### src/rtl/bufseq_pkg.sv
package bufseq_pkg;

  typedef enum logic [2:0] {
    PH_IDLE   = 3'd0,
    PH_CNT_WR = 3'd1,
    PH_CNT_RD = 3'd2,
    PH_BUF_WR = 3'd3,
    PH_BUF_RD = 3'd4
  } phase_e;

  localparam int          CODE_W     = 8;
  localparam logic [7:0]  CMD_CNT_RD = 8'h22;
  localparam logic [7:0]  CMD_CNT_WR = 8'hA2;
  localparam logic [7:0]  CMD_BUF_RD = 8'h40;
  localparam logic [7:0]  CMD_BUF_WR = 8'hC0;

endpackage

### src/rtl/bufseq_rst_sync.sv
module bufseq_rst_sync (
  input  logic clk,
  input  logic rst_n,
  output logic rst_n_sync
);

  logic [1:0] shift_q;

  // assert asynchronously, release after two clock edges
  always_ff @(posedge clk or negedge rst_n) begin
    if (!rst_n) shift_q <= 2'b00;
    else        shift_q <= {shift_q[0], 1'b1};
  end

  assign rst_n_sync = shift_q[1];

endmodule

### src/rtl/bufseq_cmd_dec.sv
module bufseq_cmd_dec
  import bufseq_pkg::*;
(
  input  logic [CODE_W-1:0] code,
  output phase_e            ph,
  output logic              is_buf,
  output logic              is_rd
);

  always_comb begin
    case (code)
      CMD_CNT_WR: ph = PH_CNT_WR;
      CMD_CNT_RD: ph = PH_CNT_RD;
      CMD_BUF_WR: ph = PH_BUF_WR;
      CMD_BUF_RD: ph = PH_BUF_RD;
      default:    ph = PH_IDLE;
    endcase
  end

  assign is_buf = (ph == PH_BUF_WR) || (ph == PH_BUF_RD);
  assign is_rd  = (ph == PH_BUF_RD);

endmodule

### src/rtl/bufseq_wcount.sv
module bufseq_wcount #(
  parameter int CNT_W = 16
) (
  input  logic             clk,
  input  logic             rst_n,
  input  logic             ld_bytes,
  input  logic [CNT_W-1:0] bytes_in,
  input  logic             start,
  input  logic             step,
  output logic [CNT_W-1:0] bytes_q,
  output logic             words_zero,
  output logic             remain_last
);

  logic [CNT_W:0]   sum;
  logic [CNT_W-1:0] total_words;
  logic [CNT_W-1:0] remain_q, remain_n;
  logic             remain_en;

  // round an odd byte count up to a whole word
  assign sum         = {1'b0, bytes_q} + {{CNT_W{1'b0}}, 1'b1};
  assign total_words = sum[CNT_W:1];
  assign words_zero  = (total_words == '0);
  assign remain_last = (remain_q == {{(CNT_W-1){1'b0}}, 1'b1});

  always_comb begin
    remain_en = start | step;
    if (start) remain_n = total_words;
    else       remain_n = remain_q - {{(CNT_W-1){1'b0}}, 1'b1};
  end

  always_ff @(posedge clk or negedge rst_n) begin
    if (!rst_n)        bytes_q <= '0;
    else if (ld_bytes) bytes_q <= bytes_in;
  end

  always_ff @(posedge clk or negedge rst_n) begin
    if (!rst_n)         remain_q <= '0;
    else if (remain_en) remain_q <= remain_n;
  end

endmodule

### src/rtl/bufseq_ramport.sv
module bufseq_ramport #(
  parameter int DATA_W = 16,
  parameter int ADDR_W = 10
) (
  input  logic              clk,
  input  logic              rst_n,
  input  logic              start,
  input  logic              start_rd,
  input  logic              step_wr,
  input  logic              step_rd,
  input  logic              last,
  input  logic [DATA_W-1:0] wdata,
  input  logic [DATA_W-1:0] ram_rdata,
  output logic              ram_en,
  output logic              ram_we,
  output logic [ADDR_W-1:0] ram_addr,
  output logic [DATA_W-1:0] ram_wdata,
  output logic [DATA_W-1:0] hold
);

  localparam logic [ADDR_W-1:0] ADDR_ONE = {{(ADDR_W-1){1'b0}}, 1'b1};

  logic [ADDR_W-1:0] ptr_q, ptr_n, ptr_inc;
  logic              ptr_en;
  logic              rd_issue;
  logic              pend_q;

  assign ptr_inc = ptr_q + ADDR_ONE;

  // prefetch: word 0 at command time, the next word after each read strobe
  assign rd_issue  = (start & start_rd) | (step_rd & ~last);
  assign ram_we    = step_wr;
  assign ram_en    = step_wr | rd_issue;
  assign ram_wdata = wdata;

  always_comb begin
    if (step_wr)    ram_addr = ptr_q;
    else if (start) ram_addr = '0;
    else            ram_addr = ptr_inc;
  end

  always_comb begin
    ptr_en = start | step_wr | step_rd;
    if (start) ptr_n = '0;
    else       ptr_n = ptr_inc;
  end

  always_ff @(posedge clk or negedge rst_n) begin
    if (!rst_n)      ptr_q <= '0;
    else if (ptr_en) ptr_q <= ptr_n;
  end

  always_ff @(posedge clk or negedge rst_n) begin
    if (!rst_n) pend_q <= 1'b0;
    else        pend_q <= rd_issue;
  end

  always_ff @(posedge clk or negedge rst_n) begin
    if (!rst_n)      hold <= '0;
    else if (pend_q) hold <= ram_rdata;
  end

endmodule

### src/rtl/bufseq_top.sv
module bufseq_top
  import bufseq_pkg::*;
#(
  parameter int DATA_W = 16,
  parameter int ADDR_W = 10,
  parameter int CNT_W  = 16
) (
  input  logic              clk,
  input  logic              rst_n,
  input  logic              bus_cs,
  input  logic              bus_a,
  input  logic              bus_rd,
  input  logic              bus_wr,
  input  logic [DATA_W-1:0] bus_wdata,
  output logic [DATA_W-1:0] bus_rdata,
  output logic              ram_en,
  output logic              ram_we,
  output logic [ADDR_W-1:0] ram_addr,
  output logic [DATA_W-1:0] ram_wdata,
  input  logic [DATA_W-1:0] ram_rdata,
  output logic              seq_done,
  output logic              seq_err
);

  logic              rst_n_s;
  logic              acc_wr, acc_rd, cmd_wr, dat_wr, dat_rd;
  phase_e            phase_q, phase_n, dec_ph;
  logic              dec_buf, dec_rd;
  logic              err_n, done_n;
  logic              start, step_wr, step_rd, ld_bytes;
  logic [CNT_W-1:0]  bytes_q;
  logic              words_zero, remain_last;
  logic [DATA_W-1:0] hold;

  bufseq_rst_sync u_rst (
    .clk        (clk),
    .rst_n      (rst_n),
    .rst_n_sync (rst_n_s)
  );

  // one access per strobe clock; both strobes together are ignored
  assign acc_wr = bus_cs & bus_wr & ~bus_rd;
  assign acc_rd = bus_cs & bus_rd & ~bus_wr;
  assign cmd_wr = acc_wr &  bus_a;
  assign dat_wr = acc_wr & ~bus_a;
  assign dat_rd = acc_rd & ~bus_a;

  bufseq_cmd_dec u_dec (
    .code   (bus_wdata[CODE_W-1:0]),
    .ph     (dec_ph),
    .is_buf (dec_buf),
    .is_rd  (dec_rd)
  );

  always_comb begin
    phase_n  = phase_q;
    err_n    = seq_err;
    done_n   = 1'b0;
    start    = 1'b0;
    step_wr  = 1'b0;
    step_rd  = 1'b0;
    ld_bytes = 1'b0;
    if (cmd_wr) begin
      if (dec_buf && words_zero) begin
        phase_n = PH_IDLE;
        done_n  = 1'b1;
      end else begin
        phase_n = dec_ph;
        start   = dec_buf;
      end
    end else if (dat_wr) begin
      case (phase_q)
        PH_CNT_WR: begin
          ld_bytes = 1'b1;
          phase_n  = PH_IDLE;
        end
        PH_BUF_WR: begin
          step_wr = 1'b1;
          if (remain_last) begin
            phase_n = PH_IDLE;
            done_n  = 1'b1;
          end
        end
        default: err_n = 1'b1;
      endcase
    end else if (dat_rd) begin
      case (phase_q)
        PH_CNT_RD: phase_n = PH_IDLE;
        PH_BUF_RD: begin
          step_rd = 1'b1;
          if (remain_last) begin
            phase_n = PH_IDLE;
            done_n  = 1'b1;
          end
        end
        default: err_n = 1'b1;
      endcase
    end
  end

  always_ff @(posedge clk or negedge rst_n_s) begin
    if (!rst_n_s) begin
      phase_q  <= PH_IDLE;
      seq_err  <= 1'b0;
      seq_done <= 1'b0;
    end else begin
      phase_q  <= phase_n;
      seq_err  <= err_n;
      seq_done <= done_n;
    end
  end

  bufseq_wcount #(.CNT_W(CNT_W)) u_cnt (
    .clk         (clk),
    .rst_n       (rst_n_s),
    .ld_bytes    (ld_bytes),
    .bytes_in    (CNT_W'(bus_wdata)),
    .start       (start),
    .step        (step_wr | step_rd),
    .bytes_q     (bytes_q),
    .words_zero  (words_zero),
    .remain_last (remain_last)
  );

  bufseq_ramport #(.DATA_W(DATA_W), .ADDR_W(ADDR_W)) u_ram (
    .clk       (clk),
    .rst_n     (rst_n_s),
    .start     (start),
    .start_rd  (dec_rd),
    .step_wr   (step_wr),
    .step_rd   (step_rd),
    .last      (remain_last),
    .wdata     (bus_wdata),
    .ram_rdata (ram_rdata),
    .ram_en    (ram_en),
    .ram_we    (ram_we),
    .ram_addr  (ram_addr),
    .ram_wdata (ram_wdata),
    .hold      (hold)
  );

  assign bus_rdata = (phase_q == PH_CNT_RD) ? DATA_W'(bytes_q) : hold;

endmodule

### config.mk
export PLATFORM = sky130hd
export DESIGN_NAME = bufseq_top
export DESIGN_NICKNAME = d
export VERILOG_FILES = /design/src/rtl/bufseq_pkg.sv /design/src/rtl/bufseq_rst_sync.sv /design/src/rtl/bufseq_cmd_dec.sv /design/src/rtl/bufseq_wcount.sv /design/src/rtl/bufseq_ramport.sv /design/src/rtl/bufseq_top.sv
export SDC_FILE = /design/constraint.sdc
export NUM_CORES = 1
export LEC_CHECK = 0
export BUFFER_PORTS_ARGS = -buffer_cell sky130_fd_sc_hd__buf_4
export CORE_ASPECT_RATIO = 1.2
export CORE_MARGIN = 3
export CORE_UTILIZATION = 47
export DETAILED_ROUTE_END_ITERATION = 12
export PLACE_DENSITY = 0.7
export REMOVE_ABC_BUFFERS = 1
export SLEW_MARGIN = 25
export SYNTH_ARGS = -nofsm -noshare
export SYNTH_HDL_FRONTEND = slang
export SYNTH_SLANG_ARGS = --single-unit
### constraint.sdc
create_clock -name clk -period 3.2 [get_ports clk]
set_input_delay 0.8 -clock clk [delete_from_list [all_inputs] [get_ports clk]]
set_output_delay 0.8 -clock clk [all_outputs]
set_load 0.01 [all_outputs]
# Yosys cells after proc, flatten, opt, wreduce, memory -nomap -nowiden
# Cells that the tools add are included.
dict set report classes {
  n_addsub 3
  n_mux 35
  bitwise_logic 20
  eq_ne 14
  n_reduce_logical 10
}
# op count
set ops {}
lappend ops {{16-bit two-way mux} 2}
lappend ops {{1-bit two-way mux} 23}
lappend ops {{10-bit two-way mux} 2}
lappend ops {{16-bit by 1-bit adder with 17-bit output (second input constant)} 1}
lappend ops {{16-bit by 1-bit == test with 1-bit output (second input constant)} 1}
lappend ops {{8-bit == test (second input constant)} 2}
lappend ops {{16-bit zero test} 1}
lappend ops {{16-bit by 1-bit subtractor with 16-bit output (second input constant)} 1}
lappend ops {{3-bit two-way mux} 5}
lappend ops {{3-bit case mux with 2 select lines} 2}
lappend ops {{3-bit case mux with 4 select lines} 1}
lappend ops {{10-bit by 1-bit adder with 10-bit output (second input constant)} 1}
lappend ops {{1-bit bitwise AND} 9}
lappend ops {{3-bit by 2-bit == test with 1-bit output (second input constant)} 3}
lappend ops {{8-bit by 6-bit == test with 1-bit output (second input constant)} 1}
lappend ops {{8-bit by 7-bit == test with 1-bit output (second input constant)} 1}
lappend ops {{3-bit == test (second input constant)} 2}
lappend ops {{1-bit bitwise OR} 6}
lappend ops {{1-bit inverter} 5}
lappend ops {{4-bit by 2-bit != test with 1-bit output (second input constant)} 1}
lappend ops {{4-bit AND reduction} 1}
lappend ops {{4-bit nonzero test} 1}
lappend ops {{2-bit OR reduction} 2}
lappend ops {{3-bit by 1-bit == test with 1-bit output (second input constant)} 1}
lappend ops {{7 further kinds} 7}
dict set report word_totals {
  in_bits 38
  ff_bits 66
  output_inout_bits 46
}

# Longest topological paths before layout
# Gate-level depths: netlist of run 1.
dict set report logic_depth {
  ltp_word 10
  ltp_mapped 10
  mapped_depth_nobuf 8
}

# Cells and area by module
# Synthesis of run 1 repeated with hierarchy kept, for this count alone.
dict set report unflattened {
  cells_unflattened 426
  area_unflattened_um2 4222.8
}
# module area_each_um2 n_inst cells_each
set by_module_without_submodules {}
lappend by_module_without_submodules {bufseq_wcount 1946.9 1 201}
lappend by_module_without_submodules {bufseq_ramport 1560.2 1 156}
lappend by_module_without_submodules {bufseq_top 573.0 1 54}
lappend by_module_without_submodules {bufseq_cmd_dec 88.8 1 12}
lappend by_module_without_submodules {bufseq_rst_sync 53.8 1 3}

# Worst setup path before layout of run 1
# Ideal clock, no wire load.
dict set report synth_timing {
  path_kind {register to output}
  from {reg u_cnt.bytes_q[1]}
  to {out ram_addr[6]}
  arrival_time_ns 2.260
  path_slack_ns 0.140
  stages_incl_launch_ff 10
  cell_sequence {dfrtp_1 -> ha_1 -> nand4_2 -> nor4_4 -> mux2i_1 -> nand4_1 -> o21a_2 -> buf_6 -> buf_2 -> a21oi_1}
}
dict set report synth_via {
  elab_chain_cells 7
}
# element line_no
set synth_rtl {}
lappend synth_rtl {{start: declaration} bufseq_wcount.sv:10} ;# output logic [CNT_W-1:0] bytes_q,
lappend synth_rtl {{start signal: assignment} bufseq_wcount.sv:34} ;# else if (ld_bytes) bytes_q <= bytes_in;
lappend synth_rtl {{16-bit by 1-bit adder with 17-bit output} bufseq_wcount.sv:21} ;# assign sum = {1'b0, bytes_q} + {{CNT_W{1'b0}}, 1'b1};
lappend synth_rtl {{16-bit zero test} bufseq_wcount.sv:23} ;# assign words_zero = (total_words == '0);
lappend synth_rtl {{1-bit logical AND} bufseq_top.sv:64} ;# if (dec_buf && words_zero) begin
lappend synth_rtl {{1-bit two-way mux} bufseq_top.sv:64}
lappend synth_rtl {{1-bit two-way mux} bufseq_top.sv:63} ;# if (cmd_wr) begin
lappend synth_rtl {{10-bit two-way mux} bufseq_ramport.sv:38} ;# else if (start) ram_addr = '0;
lappend synth_rtl {{10-bit two-way mux} bufseq_ramport.sv:37} ;# if (step_wr) ram_addr = ptr_q;
lappend synth_rtl {{end: declaration} bufseq_top.sv:18} ;# output logic [ADDR_W-1:0] ram_addr,
# No other way between the ends.

# Worst setup path after layout of run 1
dict set report layout_timing {
  from {reg u_cnt.bytes_q[1]}
  to {out ram_addr[7]}
}
# Same word-level chain as after synthesis.

==> results of run 1 <==
## metal layers
layer  track usage [%]  up-vias
met3              4.69       15
met4              5.94        0
met5                 0        -
li1                  -     1719
met1              26.7     1733
met2              36.7       93
## critical path: cells and delay by family, from the launching register on
family / cells / cell delay [ps]
DFF: 1 / 420
buffers and inverters: 3 / 420
AOI/OAI and AO/OA: 1 / 300
xor gates and xnor gates: 1 / 210
and+or+nand+nor: 4 / 910
## state kept, by name (all words and copies together), names as in the netlist
| register | flops |
|---|---|
| u_ram.pend_q | 1 |
| u_ram.hold | 16 |
| u_cnt.remain_q | 16 |
| u_cnt.bytes_q | 16 |
| u_rst.shift_q | 2 |
| u_ram.ptr_q | 10 |
| phase_q | 3 |
| seq_done | 1 |
| seq_err | 1 |
## through the flow
step	utilization (%)	instances	TNS (ps)	setup WS (ps)
global placement	59.7	622	-1920	-227
CTS	65.2	657	-689	-103
detailed placement	59.7	622	-2480	-278
global route	65.8	662	-2970	-322
finish	65.8	662	-1660	-201
floorplan	-	383	-578	-166
## timing repair
item,CTS,global route
endpoints found under the setup margin,11,11
pin swaps,14,1
resized for setup,26,2
buffers inserted,20,5
cloned,0,0
## layout by cell type (no fill, tap or decap), drive strengths merged, types with 3 or more instances in the layout
master / count
nor2b: 5
dfrtp: 66
mux2i: 6
xnor2: 17
nor4: 6
inv: 6
o211ai: 3
and3: 14
a22oi: 3
xor2: 19
and4: 3
nand4: 10
nand3: 17
clkbuf: 12
mux2: 50
nor3: 12
nand2: 49
nand2b: 4
buf: 150
a21oi: 9
o21ai: 23
nor2: 28
nand3b: 3
or3: 4
ha: 4
## worst max-delay path by stage
stage                     startpoint     endpoint  slack (ps)  cells past startpoint
floorplan               bus_wdata[0]  ram_addr[0]        -170                      6
global placement        bus_wdata[0]  ram_addr[0]        -230                      9
detailed placement      bus_wdata[0]  ram_addr[0]        -280                      9
CTS                 u_cnt.bytes_q[1]  ram_addr[8]        -100                      9
global route        u_cnt.bytes_q[1]  ram_addr[7]        -320                      9
finish              u_cnt.bytes_q[1]  ram_addr[7]        -200                      9
## report_power, final
group	internal [W]	switching, W
combinational	0.000399	0.000288
sequential	0.000985	0.000126
clock	0.000375	0.000305
total	0.00176	0.000720
## cells by family (layout without fill, tap and decap cells)
kind of cell	count (synthesis)	in the layout	share of synthesized area [%]
AO/OA/AOI/OAI	51	51	7.67
flip-flops	66	66	39.8
XOR/XNOR	36	36	7.61
buffers and inverters	48	171	6.70
other	1	1	0.0905
AND/OR/NAND/NOR	163	163	21.9
multiplexers	56	56	15.0
adder cells (fa/ha/maj)	4	4	1.21
## layout make-up
| cell class | count | area (sq um) | share of cell area [%] |
|---|---|---|---|
| Clock buffer | 12 | 145 | 2.65 |
| Clock inverter | 3 | 40.0 | 0.730 |
| Inverter | 6 | 22.5 | 0.411 |
| Multi-Input combinational cell | 311 | 2330 | 42.5 |
| Sequential cell | 66 | 1660 | 30.3 |
| Tap cell | 114 | 143 | 2.60 |
| Timing Repair Buffer | 150 | 1140 | 20.9 |
==> impl_metrics.toml, run 1 <==
[floorplan]
die_h_um = 109
initial_core_util_pct = 49.7
core_area_sq_um = 8330
pin_count = 84
rows = 36
fp.dieW_um = 91.7
die-area_sq_um = 9990

[grt]
grt-ovfl-total = 0
antenna_found_initial = 0
grt_util_all_layers_pct = 21.2
grt_max_degree = 41
grt_pass1_vias = 3578
grt_pass1_wl_um = 17100

[yosys]
synth_edf_count = 0
synthArstFlopShare_pct = 100
avgSynthCellArea_sq_um = 9.75
synth_most_common_cell = "dfrtp_1"
syn_area_sq_um = 4150
ys_top_cells_by_area = "dfrtp_1 40%, mux2_2 13%, nand2_1 4.4%"
syn_inst = 425
synth_top_area_share_pct = 39.8
synth.largest_area_cell = "dfrtp_1"
synth_seq_cells = 66
ys.flop_type = "dfrtp_1"
synth_warnings = 0
synth.distinct_cells = 54
synthTopCellsByCount = "66 x dfrtp_1, 49 x mux2_2, 49 x nand2_1"
ys_seq_area_share_pct = 39.8

[timing]
report.final.slew_viol_count = 0
fin_crit_sh_pct = 106
fmax_ghz = 0.294
hold_viol = 0
setup_viol = 11
tightest_slew_ps = 717
fin_crit_ps = 3400
fin_ws_ps = -201
max_slew_margin_pct = 52.2
holdWs_ps = 227
fin_skew_ps = 10.6
rsz0062_at_grt = "yes"

[detailed_routing]
post_drt_wl_per_cell_um = 15.6
route.detailed.drc = 0
via_per_inst = 5.38
wl_met2_um = 5300
antenna_left = 0
first_pass_iters = 4
drt-total-wl_um = 10300
wl_met3_um = 485
routed.top_layer = "met4"
wl_met1_um = 4370
via_count = 3560
dr.first_iter.drc_count = 151

[finish]
fin_area_sq_um = 5480
fillers = 674
drive_gt1_share_pct = 45.3
diodes = 0
nets = 586
syn2layout_area_growth_pct = 32.3

[worst_setup_path]
worstRegToRegCells = 18
endpoint_kind = "output port"
start_kind = "register"
path_cells = "buf_6, nand4_1, nor4_2, xnor2_1, nand4_1, o21a_4, buf_8, nor3_2, buf_4"
r2r-end = "seq_done"
cp_slowest_cell = "dfrtp_2"
required_ps = 2400
cp_common_cell = "nand4_1"
cpPeakStageDelay_ps = 420
rrSetupSlack_ps = 320
crit-reg2reg-launch = "u_cnt.bytes_q[7]"
worstSetupPathType = "register to output port"
cp_max_fo = 9
crit_arrival_ps = 2600

[placement]
placed_area_sq_um = 4970
place.gp.congestion = 0.888
dpl.hpwl_um = 7340
portBuffers = 83

[cts]
cts_buffers = 9
cts.sinks = 66
postCtsHoldBufs = 0
clock_latency_ps = 340
cts_root_buffer = "clkbuf_8"
cts_tree = "built"
cts_max_level = 3
cts_buffer_depth = 2
clkTransAtPathRegs_ps = 70

[job]
drv_cap = 0

[pwr]
peakVddDrop_v = 0.000394
p_per_area_nw_per_um2 = 452
total_power_w = 0.00248
p_leak_nw = 2.65

[outcome]
status = "finished, violations left"
violations = "negative setup slack"

[min_path]
hold_path.class = "primary input to async pin"
No activity file was read; power rests on OpenSTA's default activity.
==> run 2: changes to the inputs <==
--- a/config.mk
+++ b/config.mk
@@ -5,10 +5,12 @@
 export SDC_FILE = /design/constraint.sdc
 export NUM_CORES = 1
 export LEC_CHECK = 0
+export ABC_AREA = 1
 export BUFFER_PORTS_ARGS = -buffer_cell sky130_fd_sc_hd__buf_4
 export CORE_ASPECT_RATIO = 1.2
 export CORE_MARGIN = 3
 export CORE_UTILIZATION = 47
+export CTS_CLUSTER_DIAMETER = 60
 export DETAILED_ROUTE_END_ITERATION = 12
 export PLACE_DENSITY = 0.7
 export REMOVE_ABC_BUFFERS = 1
==> run 2 against run 1 <==
Effect of this change:
- the flow now finishes without violations
- hold slack lost 6.4 ps
- final cell count up 23%
- routed wire length up 3.9%
- via count increased by 18%
- sequential cell count stayed put
- synthesized area grew 2.9%
- non-clock buffer count decreased by 40
==> impl_metrics.toml, run 2 <==
[yosys]
synth_most_common_cell = "nand2_1"
synth_warnings = 0
synth.largest_area_cell = "dfrtp_1"
synth.distinct_cells = 33
synthArstFlopShare_pct = 100
avgSynthCellArea_sq_um = 7.00
syn_area_sq_um = 4260
synth_seq_cells = 66
ys.flop_type = "dfrtp_1"
synth_edf_count = 0
ys_top_cells_by_area = "dfrtp_1 39%, nand2_1 13%, nand3_1 8.1%"
synthTopCellsByCount = "153 x nand2_1, 79 x inv_1, 69 x nand3_1"
ys_seq_area_share_pct = 38.7
syn_inst = 609
synth_top_area_share_pct = 38.7

[detailed_routing]
drt-total-wl_um = 10700
post_drt_wl_per_cell_um = 13.1
dr.first_iter.drc_count = 306
first_pass_iters = 5
via_count = 4192
route.detailed.drc = 0
antenna_left = 0
via_per_inst = 5.13

[cts]
clock_latency_ps = 350
cts.sinks = 66
cts_buffers = 9
cts_buffer_depth = 2
postCtsHoldBufs = 0
cts_max_level = 3
clkTransAtPathRegs_ps = 70
cts_root_buffer = "clkbuf_8"
cts_tree = "built"

[timing]
hold_viol = 0
fmax_ghz = 0.324
tightest_slew_ps = 875
fin_crit_sh_pct = 96.4
rsz0062_at_grt = "yes"
fin_skew_ps = 5.06
max_slew_margin_pct = 41.7
setup_viol = 0
report.final.slew_viol_count = 0
fin_crit_ps = 3090

[worst_setup_path]
worstRegToRegCells = 16
r2r-end = "u_cnt.remain_q[9]"
critical_path.endpoint = "ram_addr[2]"
start_kind = "register"
rrSetupSlack_ps = 940
crit-reg2reg-launch = "u_cnt.bytes_q[1]"
required_ps = 2400
worstSetupPathType = "register to output port"
endpoint_kind = "output port"
critPathLaunch = "u_cnt.bytes_q[1]"
cp_max_fo = 6
crit_arrival_ps = 2290

[grt]
grt_pass1_wl_um = 17200
antenna_found_initial = 0
grt_util_all_layers_pct = 21.1
grt_max_degree = 65
grt_pass1_vias = 3879
grt-ovfl-total = 0

[finish]
mostFrequentLayoutCells = "143 x nand2_1, 106 x buf_4, 79 x inv_1"
fin_cells = 817
drive_gt1_share_pct = 25.9
nets = 737
syn2layout_area_growth_pct = 26.4
final_common_cell = "nand2_1"
diodes = 0
reg_top3 = "u_cnt.bytes_q: 16 flops, u_cnt.remain_q: 16 flops, u_ram.hold: 16 flops"
final_core_util_pct = 61.9

[pwr]
p_leak_nw = 2.77
peakVddDrop_v = 0.000198
p_per_area_nw_per_um2 = 309

[floorplan]
core_area_sq_um = 8700
initial_core_util_pct = 49.0
fp.dieW_um = 93.0
pin_count = 84
rows = 37
die-area_sq_um = 10300
die_h_um = 110

[placement]
place.gp.congestion = 0.859
portBuffers = 83
dp_cells = 784
dpl.hpwl_um = 7360

[min_path]
hold_path.class = "primary input to async pin"

[job]
drv_cap = 0

[outcome]
status = "completed"
[run 2: worst min path at each step]
stage	startpoint	end	slack [ps]	cells after the start
2_1_floorplan	u_rst.shift_q[0]	u_rst.shift_q[1]	330	0
3_5_place_dp	u_rst.shift_q[0]	u_rst.shift_q[1]	340	0
6_report	rst_n	u_rst.shift_q[1]	220	1
5_1_grt	rst_n	u_rst.shift_q[1]	190	1
3_3_place_gp	u_rst.shift_q[0]	u_rst.shift_q[1]	340	0
4_1_cts	rst_n	u_rst.shift_q[1]	200	1
[run 2: cell type report]
type,count,area (sq um)
Timing Repair Buffer,110,841
Inverter,83,317
Fill cell,840,3310
Sequential cell,66,1660
Tap cell,117,146
Clock buffer,9,124
Clock inverter,7,60.1
Multi-Input combinational cell,425,2240
[run 2: critical path, stage by stage, from the launching register on]
cell and delay (ps):
dfrtp_1 420, buf_6 140, nand2_4 50, nor2_4 190
buf_6 130, nand3_2 60, nand2_1 60, nand2_1 60
inv_2 80, nand3_4 80, nor2_4 140, nand2_4 100
nand2_8 110, nand2_4 50, o21ai_2 120, buf_4 130
[run 2: metal layers]
layer | global-route usage, % | share of wire, % | up-vias
met2 | 35.5 | 49 | 103
li1 | - | - | 2112
met1 | 26.8 | 44 | 1961
met3 | 4.82 | 4.9 | 16
met5 | 0 | 0 | -
met4 | 7.43 | 1.7 | 0
[run 2: power by group]
| group | switching, W | internal [W] | total, W |
|---|---|---|---|
| Clock | 0.000328 | 0.000351 | 0.000680 |
| Combinational | 0.0000707 | 0.0000634 | 0.000134 |
| Sequential | 0.00000876 | 0.000843 | 0.000852 |
| Total | 0.000408 | 0.00126 | 0.00167 |
[run 2: what timing repair did]
item	in CTS	in global routing
endpoints found under the setup margin	11	11
setup buffers	4	11
cloned	1	1
pin swaps	3	11
resized for setup	10	40
[run 2: stage by stage]
stage / setup slack, ps / instance area, sq um / hold WS (ps) / setup TNS [ps] / total power, W
floorplan: 117 / 4020 / 331 / 0 / 0.000916
global placement: 68.7 / 4880 / 339 / 0 / 0.000997
detailed placement: 19.7 / 4880 / 340 / 0 / 0.00100
CTS: 63.3 / 5150 / 202 / 0 / 0.00168
global route: -36.2 / 5390 / 194 / -172 / 0.00174
finish: 114 / 5390 / 221 / 0 / 0.00167
[run 2: cells by family (layout without fill, tap and decap cells)]
logic type / Yosys count / after routing / synth area share, %
compound gates: 88 / 88 / 10.7
flops: 66 / 66 / 38.7
xor+xnor: 16 / 16 / 3.29
fa+ha+maj: 4 / 4 / 1.17
other cells: 1 / 1 / 0.0879
mux: 1 / 1 / 0.264
simple gates: 313 / 315 / 32.7
buf+inv: 120 / 209 / 13.1
